===== config.mk =====
export PLATFORM = sky130hd
export DESIGN_NAME = irq_claim_ctrl
export DESIGN_NICKNAME = d
export VERILOG_FILES = /design/src/rtl/irq_claim_pkg.sv /design/src/rtl/irq_pend_reg.sv /design/src/rtl/irq_lowest_pick.sv /design/src/rtl/irq_bus_decode.sv /design/src/rtl/irq_svc_mask.sv /design/src/rtl/irq_claim_ctrl.sv
export SDC_FILE = /design/constraint.sdc
export NUM_CORES = 1
export LEC_CHECK = 0
export ABC_AREA = 1
export BUFFER_PORTS_ARGS = -buffer_cell sky130_fd_sc_hd__buf_4
export CELL_PAD_IN_SITES_DETAIL_PLACEMENT = 0
export CELL_PAD_IN_SITES_GLOBAL_PLACEMENT = 1
export CORE_MARGIN = 5
export CORE_UTILIZATION = 39
export DETAILED_ROUTE_END_ITERATION = 10
export MAX_ROUTING_LAYER = met4
export PLACE_DENSITY = 0.87
export SYNTH_ARGS = -nofsm -noshare
export SYNTH_HDL_FRONTEND = slang
export SYNTH_SLANG_ARGS = --single-unit

===== constraint.sdc =====
create_clock -name clk -period 6.9 [get_ports clk]
set_clock_uncertainty 0.2 [all_clocks]
set_input_delay 1.38 -clock clk [delete_from_list [all_inputs] [get_ports clk]]
set_output_delay 1.38 -clock clk [all_outputs]
set_load 0.03 [all_outputs]

===== src/rtl/irq_claim_pkg.sv =====
package irq_claim_pkg;
  localparam int unsigned BUS_DATA_W   = 32;
  localparam int unsigned WIN_ADDR_W   = 22;
  localparam logic [1:0]  SIZE_WORD    = 2'd2;
  localparam logic [WIN_ADDR_W-1:0] CLAIM_OFFSET = 22'h200004;

  typedef enum logic [1:0] {
    ACC_NONE     = 2'd0,
    ACC_CLAIM    = 2'd1,
    ACC_COMPLETE = 2'd2,
    ACC_OTHER_RD = 2'd3
  } acc_kind_e;
endpackage


===== src/rtl/irq_pend_reg.sv =====
module irq_pend_reg #(
  parameter int unsigned NSRC = 31
) (
  input  logic            clk,
  input  logic            rst,
  input  logic [NSRC-1:0] src_level,
  output logic [NSRC-1:0] pend_q
);
  always_ff @(posedge clk) begin
    if (rst) pend_q <= '0;
    else     pend_q <= src_level;
  end

  AST_PEND_TRACKS: assert property (@(posedge clk) disable iff (rst)
    !$past(rst) |-> pend_q == $past(src_level));
endmodule


===== src/rtl/irq_lowest_pick.sv =====
module irq_lowest_pick #(
  parameter int unsigned NSRC  = 31,
  parameter int unsigned IDX_W = 5
) (
  input  logic [NSRC-1:0]  elig,
  output logic [NSRC-1:0]  grant,
  output logic [IDX_W-1:0] grant_idx,
  output logic             any
);
  logic [NSRC:0] lower_seen;
  assign lower_seen[0] = 1'b0;

  for (genvar g = 0; g < NSRC; g++) begin : g_chain
    assign lower_seen[g+1] = lower_seen[g] | elig[g];
    assign grant[g]        = elig[g] & ~lower_seen[g];
  end

  assign any = lower_seen[NSRC];

  always_comb begin
    grant_idx = '0;
    for (int i = 0; i < NSRC; i++) begin
      if (grant[i]) grant_idx = grant_idx | IDX_W'(i);
    end
  end

  always_comb begin
    AST_GRANT_ONEHOT: assert ($onehot0(grant));
    AST_GRANT_SUBSET: assert ((grant & ~elig) == '0);
  end
endmodule


===== src/rtl/irq_bus_decode.sv =====
module irq_bus_decode
  import irq_claim_pkg::*;
(
  input  logic                  clk,
  input  logic                  rst,
  input  logic                  bus_req,
  input  logic                  bus_wr,
  input  logic [WIN_ADDR_W-1:0] bus_addr,
  input  logic [1:0]            bus_size,
  output acc_kind_e             acc_kind
);
  logic req_q;
  logic start;

  always_ff @(posedge clk) begin
    if (rst) req_q <= 1'b0;
    else     req_q <= bus_req;
  end

  assign start = bus_req & ~req_q;

  always_comb begin
    acc_kind = ACC_NONE;
    if (start) begin
      if (bus_size == SIZE_WORD && bus_addr == CLAIM_OFFSET)
        acc_kind = bus_wr ? ACC_COMPLETE : ACC_CLAIM;
      else if (!bus_wr)
        acc_kind = ACC_OTHER_RD;
    end
  end

  AST_HELD_NO_ACCESS: assert property (@(posedge clk) disable iff (rst)
    (bus_req && req_q) |-> acc_kind == ACC_NONE);
endmodule


===== src/rtl/irq_svc_mask.sv =====
module irq_svc_mask #(
  parameter int unsigned NSRC   = 31,
  parameter int unsigned DATA_W = 32
) (
  input  logic              clk,
  input  logic              rst,
  input  logic              do_claim,
  input  logic [NSRC-1:0]   grant,
  input  logic              do_complete,
  input  logic [DATA_W-1:0] cmpl_val,
  output logic [NSRC-1:0]   insvc_q
);
  logic [DATA_W-1:0] cmpl_idx;
  logic [NSRC-1:0]   clr_mask;

  assign cmpl_idx = cmpl_val - DATA_W'(1);

  always_comb begin
    clr_mask = '0;
    for (int i = 0; i < NSRC; i++) begin
      if (do_complete && cmpl_idx == DATA_W'(i)) clr_mask[i] = 1'b1;
    end
  end

  always_ff @(posedge clk) begin
    if (rst)           insvc_q <= '0;
    else if (do_claim) insvc_q <= insvc_q | grant;
    else               insvc_q <= insvc_q & ~clr_mask;
  end

  AST_CLAIM_ADDS_ONE: assert property (@(posedge clk) disable iff (rst)
    (do_claim && grant != '0) |=> $countones(insvc_q) == $past($countones(insvc_q)) + 1);
  AST_COMPLETE_NEVER_SETS: assert property (@(posedge clk) disable iff (rst)
    do_complete |=> (insvc_q & ~$past(insvc_q)) == '0);
endmodule


===== src/rtl/irq_claim_ctrl.sv =====
module irq_claim_ctrl
  import irq_claim_pkg::*;
#(
  parameter int unsigned NSRC = 31
) (
  input  logic                  clk,
  input  logic                  rst,
  input  logic [NSRC-1:0]       src_level,
  input  logic                  bus_req,
  input  logic                  bus_wr,
  input  logic [WIN_ADDR_W-1:0] bus_addr,
  input  logic [1:0]            bus_size,
  input  logic [BUS_DATA_W-1:0] bus_wdata,
  output logic [BUS_DATA_W-1:0] bus_rdata,
  output logic                  irq_m_ext,
  output logic                  irq_s_ext
);
  localparam int unsigned IDX_W = $clog2(NSRC + 1);

  logic [NSRC-1:0]  pend_q;
  logic [NSRC-1:0]  insvc_q;
  logic [NSRC-1:0]  elig;
  logic [NSRC-1:0]  grant;
  logic [IDX_W-1:0] grant_idx;
  logic             any_elig;
  acc_kind_e        acc_kind;
  logic             do_claim;
  logic             do_complete;
  logic             irq_req;

  irq_pend_reg #(.NSRC(NSRC)) u_pend (
    .clk(clk), .rst(rst), .src_level(src_level), .pend_q(pend_q)
  );

  assign elig = pend_q & ~insvc_q;

  irq_lowest_pick #(.NSRC(NSRC), .IDX_W(IDX_W)) u_pick (
    .elig(elig), .grant(grant), .grant_idx(grant_idx), .any(any_elig)
  );

  irq_bus_decode u_dec (
    .clk(clk), .rst(rst), .bus_req(bus_req), .bus_wr(bus_wr),
    .bus_addr(bus_addr), .bus_size(bus_size), .acc_kind(acc_kind)
  );

  assign do_claim    = (acc_kind == ACC_CLAIM);
  assign do_complete = (acc_kind == ACC_COMPLETE);

  irq_svc_mask #(.NSRC(NSRC), .DATA_W(BUS_DATA_W)) u_svc (
    .clk(clk), .rst(rst), .do_claim(do_claim), .grant(grant),
    .do_complete(do_complete), .cmpl_val(bus_wdata), .insvc_q(insvc_q)
  );

  always_ff @(posedge clk) begin
    if (rst) begin
      bus_rdata <= '0;
    end else if (do_claim) begin
      bus_rdata <= any_elig ? BUS_DATA_W'(grant_idx) + BUS_DATA_W'(1) : '0;
    end else if (acc_kind == ACC_OTHER_RD) begin
      bus_rdata <= '0;
    end
  end

  assign irq_req   = any_elig;
  assign irq_m_ext = irq_req;
  assign irq_s_ext = irq_req;

  AST_EMPTY_CLAIM_STABLE: assert property (@(posedge clk) disable iff (rst)
    (do_claim && elig == '0) |=> $stable(insvc_q));
  AST_EMPTY_CLAIM_ZERO: assert property (@(posedge clk) disable iff (rst)
    (do_claim && elig == '0) |=> bus_rdata == '0);
  AST_OTHER_READ_ZERO: assert property (@(posedge clk) disable iff (rst)
    (acc_kind == ACC_OTHER_RD) |=> bus_rdata == '0 && $stable(insvc_q));
  AST_BAD_SIZE_INERT: assert property (@(posedge clk) disable iff (rst)
    (bus_req && bus_size != SIZE_WORD) |=> $stable(insvc_q));
  AST_HELD_STABLE: assert property (@(posedge clk) disable iff (rst)
    (bus_req && $past(bus_req) && !$past(rst)) |=> $stable(insvc_q));
  AST_CLAIM_DROPS_IRQ: assert property (@(posedge clk) disable iff (rst)
    (do_claim && $countones(elig) == 1 && src_level == pend_q) |=> !irq_m_ext);
endmodule


Word-level counts from Yosys, hierarchy flattened. Index checks and enable logic that the tools add are counted.

Reductions and logical operators: 34. Equality and inequality tests: 35. Bitwise operators: 97. Mux-type cells: 76. Add/sub/neg operators: 2.

Operators with widths (number): $eq 32x5->1 const B (15); $eq 32x4->1 const B (8); $mux 32 (5); $eq 32x3->1 const B (4); $mux 5 (15); $eq 32x2->1 const B (2); $and 31x31->31 (2); $mux 31 (2); $not 31->31 (2); $eq 32x1->1 const B (1); $logic_and 1x1->1 (32); $logic_not 32->1 (1); $mux 1 (32); $mux 4 (8); $sub 32x1->32 const B (1); $and 1x1->1 (31); $not 1->1 (31); $or 31x31->31 (1); $or 1x1->1 (30); $eq 22x22->1 const B (1); $mux 2 (9); $mux 3 (4); $add 5x1->6 const B (1); $eq 2x2->1 const B (3); other kinds (3) (3).

Output and inout port bits: 34. Logic and storage cells: 248. Input port bits: 91. Bits in registers: 95.

Depth between registers and ports, before layout. Gate-level depths: netlist (run 1).

Depth after elaboration: 38. Mapped depth: 25. Depth with buffers taken out: 25.

Cells and area by module. From an unflattened synthesis (run 1), not the netlist that was laid out.

Cells, all modules: 899. Area total of the unflattened synthesis: 5457.7 um^2.

Modules (own cells, without submodules): irq_svc_mask (sequential area each 620.6 um^2, instances 1, cells each 492, area an instance 2909.0 um^2); irq_pend_reg (sequential area each 620.6 um^2, instances 1, cells each 96, area an instance 887.1 um^2); irq_lowest_pick (sequential area each 0.0 um^2, instances 1, cells each 142, area an instance 742.0 um^2); irq_claim_ctrl (sequential area each 120.1 um^2, instances 1, cells each 133, area an instance 739.5 um^2); irq_bus_decode (sequential area each 20.0 um^2, instances 1, cells each 36, area an instance 180.2 um^2).

Worst setup path before layout (run 1). Ideal clock, no wire load.

Path type: flip-flop to output port. Start: register u_svc.insvc_q[1]. End: output irq_s_ext. Data required time: 5.320 ns. Stages on the path, launching flop included: 19. Buffers on the path: 1. Slack: 2.794 ns. Data arrival time: 2.526 ns. Path through: dfxtp_1 -> inv_2 -> nand2_4 -> nand3_2 -> nor2_1 -> nand4_1 -> nor2_1 -> nand4_1 -> nor2_1 -> nand4_1 -> nor2_1 -> nand4_1 -> nor2_2 -> nand4_2 -> nor2_4 -> nand4_2 -> nor2_4 -> nand4_1 -> buf_4.

Cells in the longest elaborated chain, start to end: 32.

Ends and longest elaborated chain: start: declaration (line irq_svc_mask.sv:11) `output logic [NSRC-1:0] insvc_q`; start signal: assignment (line irq_svc_mask.sv:27) `else if (do_claim) insvc_q <= insvc_q | grant;`; start signal: assignment (line irq_svc_mask.sv:28) `else insvc_q <= insvc_q & ~clr_mask;`; $not 31->31 (line irq_claim_ctrl.sv:35) `assign elig = pend_q & ~insvc_q;`; $and 31x31->31 (line irq_claim_ctrl.sv:35); $or 1x1->1 (30 in a row) (line irq_lowest_pick.sv:14) `assign lower_seen[g+1] = lower_seen[g] | elig[g];`; end: declaration (line irq_claim_ctrl.sv:16) `output logic irq_s_ext`.

Every way passes these cells.

Worst setup path in the final report (run 1).
Start: register u_svc.insvc_q[2]. End: output irq_s_ext.

Cells in the longest elaborated chain, start to end: 31.

Ends and longest elaborated chain (line): $not 31->31 (irq_claim_ctrl.sv:35); $and 31x31->31 (irq_claim_ctrl.sv:35); $or 1x1->1 (29 in a row) (irq_lowest_pick.sv:14).

Every way passes these cells.

==> key figures, run 1 <==
Worst setup path
  • Worst Path Buf+Inv: 2
  • Setup crit start kind: flop
  • Largest stage delay, worst path: 380 ps
  • Critical Path Sink: irq_s_ext
  • Kind of cell adding the most delay to the critical path: simple AND/OR/NAND/NOR gates
  • Worst Reg-to-Reg Cells: 24
  • WP data required: 5320 ps
  • Levels on crit path: 18
  • Critical-path cell with the highest stage delay: dfxtp_1
  • Arrival @ worst endpoint: 3050 ps
  • Crit path top cell by count: nand4_1
  • Worst Path Max Fanout: 4
  • R2r endpoint: bus_rdata[4]
  • Crit path kind: reg2out
  • CP endpoint kind: primary output
  • Crit path from: u_svc.insvc_q[2]
  • CP Cell Sequence: inv_2, nand2_4, nand3_2, nor2_1, nand4_1, nor2_1, nand4_1, nor2_1, nand4_1, nor2_1, nand4_1, nor2_2, nand4_2, nor2_4, nand4_2, nor2_4, nand4_1, buf_4
  • Flop2flop setup slack: 3340 ps
  • Reg2reg start: u_svc.insvc_q[2]

STA
  • Tmin final: 4630 ps
  • Final setup fails: 0
  • Period utilization: 67.1%
  • Final WS setup: 2270 ps
  • Fin. Hold Viols: 0
  • RSZ-0062 raised after global routing: no
  • Worst Tran Pin Value: 667 ps
  • Slew HR: 55.3%
  • Post-Route Setup TNS: 0 ps
  • Max-slew violations: 0
  • Hold Slack: 250 ps
  • Fmax achieved: 0.216 GHz

Placed design
  • Detailed Place HPWL: 8640 um
  • # port buffers: 98
  • GPL Wtd Cong: 0.948
  • Dpl cell area: 4870 um^2
  • Post-place setup slack: 2400 ps
  • Placed cell count: 835

Layout
  • Ratio of cells with drive above 1 in the final layout: 23.1%
  • Inserted Diodes: 0
  • Most common cell after layout, fill and taps aside: inv_1
  • Post-route cell area: 5060 um^2
  • Area Overhead vs Synth: 22.8%
  • Most frequent cells in the layout: 123 x inv_1, 103 x nor2_1, 99 x buf_4, 78 x nand2_1, 69 x dfxtp_1
  • Final nets: 804
  • Final std cells w/o fill: 851
  • Post-layout util: 49.1%

Power
  • PwrDens: 176 nW/um^2
  • Sequential share of power: 46.5%
  • Tot Pwr: 0.892 mW
  • LEAKAGE: 2.49 nW
  • Sw Share: 27.5%
  • Sw power: 0.245 mW
  • Internal power: 0.647 mW
  • VDD IR max: 0.000104 V
  • Clock power share: 36.1%
  • Combinational power share: 17.4%

Global routing
  • Largest net degree at the start of global routing: 55
  • Overflow after GRT: 0
  • Met2 Use GR: 26.9%
  • Initial antenna violation count: 0
  • Met3 Usage GRT: 4.28%
  • First-pass GRT wire length: 17700 um
  • Met1 usage in global routing: 22.7%
  • Vias in the first global route: 3810
  • Most used routing layer: met2
  • Tot GR Track Use: 17.3%

Drt
  • Via-per-instance ratio: 4.74
  • 1st-pass router iterations: 5
  • Drt total wl: 10800 um
  • Drt first-iter violations: 295
  • DR vias: 4037
  • Post-DRT Antenna Nets: 0
  • Wire per inst: 12.7 um
  • DR DRC count: 0

Logic synthesis
  • Register bit total from synthesis: 69
  • Mapped Avg Cell Area: 6.72 um^2
  • Warnings, synthesis: 0
  • Post-Syn Instances: 614
  • Sequential element share of the synthesized area: 33.5%
  • Netlist Area Pre-Place: 4120 um^2
  • Yosys cell types: 45

Clock tree
  • Clk slew on worst S/H paths: 70 ps
  • Htree depth: 3
  • Clk sinks: 69
  • Clock Latency Late Sink: 340 ps
  • Number of setup buffers added after CTS: 0
  • TritonCTS buffer count: 9
  • CTS hold repair buffers: 0
  • TritonCTS clock tree: done
  • Root buffer cell: clkbuf_8
  • Max Root-Sink Buffers: 2
  • PostCTS Resize Cnt: 0

Hold path
  • Hold WC Path Type: reg2reg
  • Hold Crit Depth: 2

Floorplanning
  • Row cnt: 37
  • # IOs: 125
  • Placeable Area: 10300 um^2
  • Chip Width: 113 um
  • Die area: 12700 um^2
  • Initial Util: 39.9%
  • Die Span Y: 113 um

Run
  • Max Cap Viol: 0

Outcome
  • Status: finished clean
## registers in the layout (all words and copies together) (netlist names)
signal / flops
u_pend.pend_q: 31
bus_rdata: 6
u_dec.req_q: 1
u_svc.insvc_q: 31
## Yosys cell counts, drive strengths merged
cell      n  area (um^2)
nor3     16         90.1
or4       1         7.51
or3       1         6.26
ha        3         37.5
nor2    120          523
xor2      2         17.5
nor3b     1         7.51
a311oi    1         8.76
nand3    24          135
o21ai    25          125
nor4     10         62.6
o221a     2         22.5
nor4b     1         8.76
nand3b    2         18.8
nand4    25          209
and3      1         6.26
a21oi    32          160
a221oi    3         26.3
a31o      1         8.76
buf      29          221
dfxtp    69         1380
inv     134          503
o211ai    4         40.0
a31oi     1         6.26
a311o     2         20.0
and2      1         6.26
clkbuf   10         37.5
nand2    84          345
o221ai    2         30.0
o211a     1         10.0
a211oi    5         37.5
conb      1         3.75
## worst min-delay path, stage by stage, from the launching register on
cell	delay, ps
dfxtp_1	320
nand2_1	60
nor2_1	30
## cell families (layout without fill, tap and decap cells)
family	count (synthesis)	in the layout	synth area share, %
xor gates and xnor gates	2	2	0.425
DFF	69	69	33.5
other	1	26	0.0909
and+or+nand+nor	287	287	34.6
AOI/OAI and AO/OA	79	79	12.0
adders and majority gates	3	3	0.910
buffers and inverters	173	249	18.5
## per-layer routing
metal	vias up	wire length, um
met2	153	4740
met5	-	0
met3	12	956
met4	0	149
li1	2086	-
met1	1786	4990
## how the worst min path moves through the flow
stage	start	slack (ps)	to
2_1_floorplan	u_svc.insvc_q[17]	230	u_svc.insvc_q[17]
3_3_place_gp	bus_rdata[5]	230	bus_rdata[5]
3_5_place_dp	bus_rdata[5]	240	bus_rdata[5]
4_1_cts	bus_rdata[5]	250	bus_rdata[5]
5_1_grt	bus_rdata[5]	270	bus_rdata[5]
6_report	bus_rdata[5]	250	bus_rdata[5]
## power groups by stage
stage	combinational, mW	clock (mW)	sequential, mW
CTS	0.155	0.333	0.415
global placement	0.153	0	0.424
detailed placement	0.155	0	0.424
finish	0.155	0.322	0.415
global route	0.173	0.357	0.416
floorplan	0.101	0	0.425
## cell type report
type | count | area (um^2)
fillers | 1104 | 5260
multi-input cells | 397 | 2070
flip-flops and latches | 69 | 1380
repair buffers | 99 | 743
inverters | 134 | 503
well taps | 136 | 170
clock buffers | 12 | 145
clock inverters | 4 | 47.5
Note: power is estimated with default switching activity, not from simulation.
==> inputs of run 2 (changes only) <==
--- a/config.mk
+++ b/config.mk
@@ -10,10 +10,10 @@
 export CELL_PAD_IN_SITES_DETAIL_PLACEMENT = 0
 export CELL_PAD_IN_SITES_GLOBAL_PLACEMENT = 1
 export CORE_MARGIN = 5
-export CORE_UTILIZATION = 39
+export CORE_UTILIZATION = 32
 export DETAILED_ROUTE_END_ITERATION = 10
 export MAX_ROUTING_LAYER = met4
-export PLACE_DENSITY = 0.87
+export PLACE_DENSITY = 0.76
 export SYNTH_ARGS = -nofsm -noshare
 export SYNTH_HDL_FRONTEND = slang
 export SYNTH_SLANG_ARGS = --single-unit
==> constraint.sdc (replaced) <==
create_clock -name clk -period 3.98 [get_ports clk]
set_clock_uncertainty 0.2 [all_clocks]
set_input_delay 0.796 -clock clk [delete_from_list [all_inputs] [get_ports clk]]
set_output_delay 0.796 -clock clk [all_outputs]
set_load 0.03 [all_outputs]
==> run 2 against run 1 <==
  * Sequential share of layout area is 1.5 points lower
  * Setup slack worse by 2100 ps
  * Power increased by 110%
  * Largest cell class unchanged
  * Highest routed layer unchanged
==> key figures, run 2 (synthesis results as in run 1) <==
Clock tree
  • Max Root-Sink Buffers: 2 (unchanged)
  • Clock Latency Late Sink: 330 ps (was 340 ps)
  • Root buffer cell: clkbuf_16 (was clkbuf_8)
  • Clk slew on worst S/H paths: 50 ps (was 70 ps)
  • TritonCTS clock tree: done (unchanged)
  • Htree depth: 3 (unchanged)
  • TritonCTS buffer count: 9 (unchanged)
  • Clk sinks: 69 (unchanged)

Layout
  • Biggest regs: u_pend.pend_q (31), u_svc.insvc_q (31), bus_rdata (6) (unchanged)
  • Inserted Diodes: 0 (unchanged)
  • Most common cell after layout, fill and taps aside: inv_1 (unchanged)
  • Area Overhead vs Synth: 30.5% (was 22.8%)
  • Most frequent cells in the layout: 123 x inv_1, 111 x buf_4, 101 x nor2_1, 78 x nand2_1, 66 x dfxtp_1 (was 123 x inv_1, 103 x nor2_1, 99 x buf_4, 78 x nand2_1, 69 x dfxtp_1)
  • Final nets: 817 (was 804)
  • Ratio of cells with drive above 1 in the final layout: 25.3% (was 23.1%)

Worst setup path
  • CP Cell Sequence: inv_2, nand2_4, nand3_4, nor2_4, nand4_1, nor2_1, nand4_1, nor2_1, nand4_1, nor2_2, nand4_1, nor2_2, nand4_2, nor2_4, nand4_4, nor2_4, nand4_1, buf_4 (was inv_2, nand2_4, nand3_2, nor2_1, nand4_1, nor2_1, nand4_1, nor2_1, nand4_1, nor2_1, nand4_1, nor2_2, nand4_2, nor2_4, nand4_2, nor2_4, nand4_1, buf_4)
  • WP data required: 2980 ps (was 5320 ps)
  • Largest stage delay, worst path: 320 ps (was 380 ps)
  • Crit path top cell by count: nand4_1 (unchanged)
  • Crit path kind: reg2out (unchanged)
  • Worst Path Max Fanout: 3 (was 4)
  • CP endpoint kind: primary output (unchanged)
  • Critical-path cell with the highest stage delay: dfxtp_1 (unchanged)
  • Worst Path Buf+Inv: 2 (unchanged)
  • Setup crit start kind: flop (unchanged)
  • Kind of cell adding the most delay to the critical path: simple AND/OR/NAND/NOR gates (unchanged)
  • Arrival @ worst endpoint: 2850 ps (was 3050 ps)

STA
  • Period utilization: 96.6%
  • Final setup fails: 0 (unchanged)
  • Tmin final: 3840 ps
  • Worst Tran Pin Value: 629 ps (was 667 ps)
  • Hold Slack: 251 ps (was 250 ps)
  • Max-slew violations: 0 (unchanged)
  • Fmax achieved: 0.260 GHz
  • Fin. Hold Viols: 0 (unchanged)
  • RSZ-0062 raised after global routing: yes (was no)
  • Slew HR: 58.0% (was 55.3%)

Drt
  • Wire per inst: 12.5 um (was 12.7 um)
  • Via-per-instance ratio: 4.46 (was 4.74)
  • Drt first-iter violations: 233 (was 295)
  • DR DRC count: 0 (unchanged)
  • Post-DRT Antenna Nets: 0 (unchanged)
  • Drt total wl: 11300 um (was 10800 um)
  • DR vias: 4013 (was 4037)
  • 1st-pass router iterations: 5 (unchanged)

Power
  • Tot Pwr: 1.86 mW (was 0.892 mW)
  • LEAKAGE: 2.62 nW (was 2.49 nW)
  • VDD IR max: 0.000159 V (was 0.000104 V)
  • PwrDens: 347 nW/um^2 (was 176 nW/um^2)

Floorplanning
  • Die area: 15300 um^2 (was 12700 um^2)
  • Row cnt: 41 (was 37)
  • Chip Width: 124 um (was 113 um)
  • # IOs: 125 (unchanged)
  • Die Span Y: 124 um (was 113 um)
  • Placeable Area: 12600 um^2 (was 10300 um^2)
  • Initial Util: 32.7% (was 39.9%)

Global routing
  • Met2 Use GR: 24.2% (was 26.9%)
  • Largest net degree at the start of global routing: 54 (was 55)
  • Met1 usage in global routing: 19.2% (was 22.7%)
  • First-pass GRT wire length: 17900 um (was 17700 um)
  • Most used routing layer: met2 (unchanged)
  • Met3 Usage GRT: 4.25% (was 4.28%)
  • Overflow after GRT: 0 (unchanged)
  • Tot GR Track Use: 15.3% (was 17.3%)
  • Initial antenna violation count: 0 (unchanged)
  • Vias in the first global route: 3830 (was 3810)

Placed design
  • GPL Wtd Cong: 0.889 (was 0.948)
  • # port buffers: 98 (unchanged)
  • Detailed Place HPWL: 9020 um (was 8640 um)

Hold path
  • Hold WC Path Type: reg2reg (unchanged)

Run
  • Max Cap Viol: 0 (unchanged)

Outcome
  • Status: finished clean (unchanged)
[run 2: cell types whose count changed in the layout (fill, tap and decap cells not counted), moves of 2 or more]
cell	before	now
nor2_1	103	101
clkbuf_16	0	9
clkbuf_8	10	2
dfxtp_2	0	3
buf_4	99	111
dfxtp_1	69	66
[run 2: what timing repair did]
action	in CTS	in global routing
gates resized for setup	2	8
hold buffers	0	0
hold endpoints to repair	0	0
setup endpoints to repair	2	3
gates cloned	0	0
buffers inserted	3	7
[run 2: stage by stage]
step	worst slack, ps	util [%]	setup TNS (ps)	cell area, um^2	instances
6_report	137	42.6	0	5380	900
4_1_cts	-15.5	42.0	-15.5	5300	893
3_5_place_dp	174	39.1	0	4940	874
5_1_grt	-131	42.6	-230	5380	900
3_3_place_gp	249	39.1	0	4940	874
2_1_floorplan	458	-	0	4220	639
[run 2: layout make-up]
type	count	area (um^2)
clock buffers	12	256
fillers	1351	7240
inverters	134	503
well taps	172	215
multi-input cells	397	2110
repair buffers	112	845
clock inverters	4	70.1
flip-flops and latches	69	1390
[run 2: path summary, 6_finish.rpt]
check                   startpoint  slack (ps)  depth (start not counted)      endpoint
hold / removal        bus_rdata[5]         250                          2  bus_rdata[5]
hold reg to reg       bus_rdata[5]         250                          2  bus_rdata[5]
setup / recovery  u_svc.insvc_q[1]         140                         18     irq_m_ext
setup reg to reg  u_svc.insvc_q[1]         470                         25  bus_rdata[4]
[run 2: worst min-delay path: stages (launching register included)]
cell	delay, ps
dfxtp_1	310
nand2_1	60
nor2_1	30
[run 2: where the power goes]
part           internal [mW]  total [mW]  leakage [nW]  switching (mW)
Clock                  0.580       0.864         0.163           0.283
Combinational          0.112       0.281          1.90           0.168
Sequential             0.712       0.721         0.567         0.00832
Total                   1.41        1.86          2.62           0.460
[run 2: routing by layer]
| layer | vias up | wire (um) |
|---|---|---|
| met3 | 12 | 1040 |
| met5 | - | 0 |
| met2 | 138 | 4920 |
| li1 | 2111 | - |
| met1 | 1752 | 5140 |
| met4 | 0 | 153 |
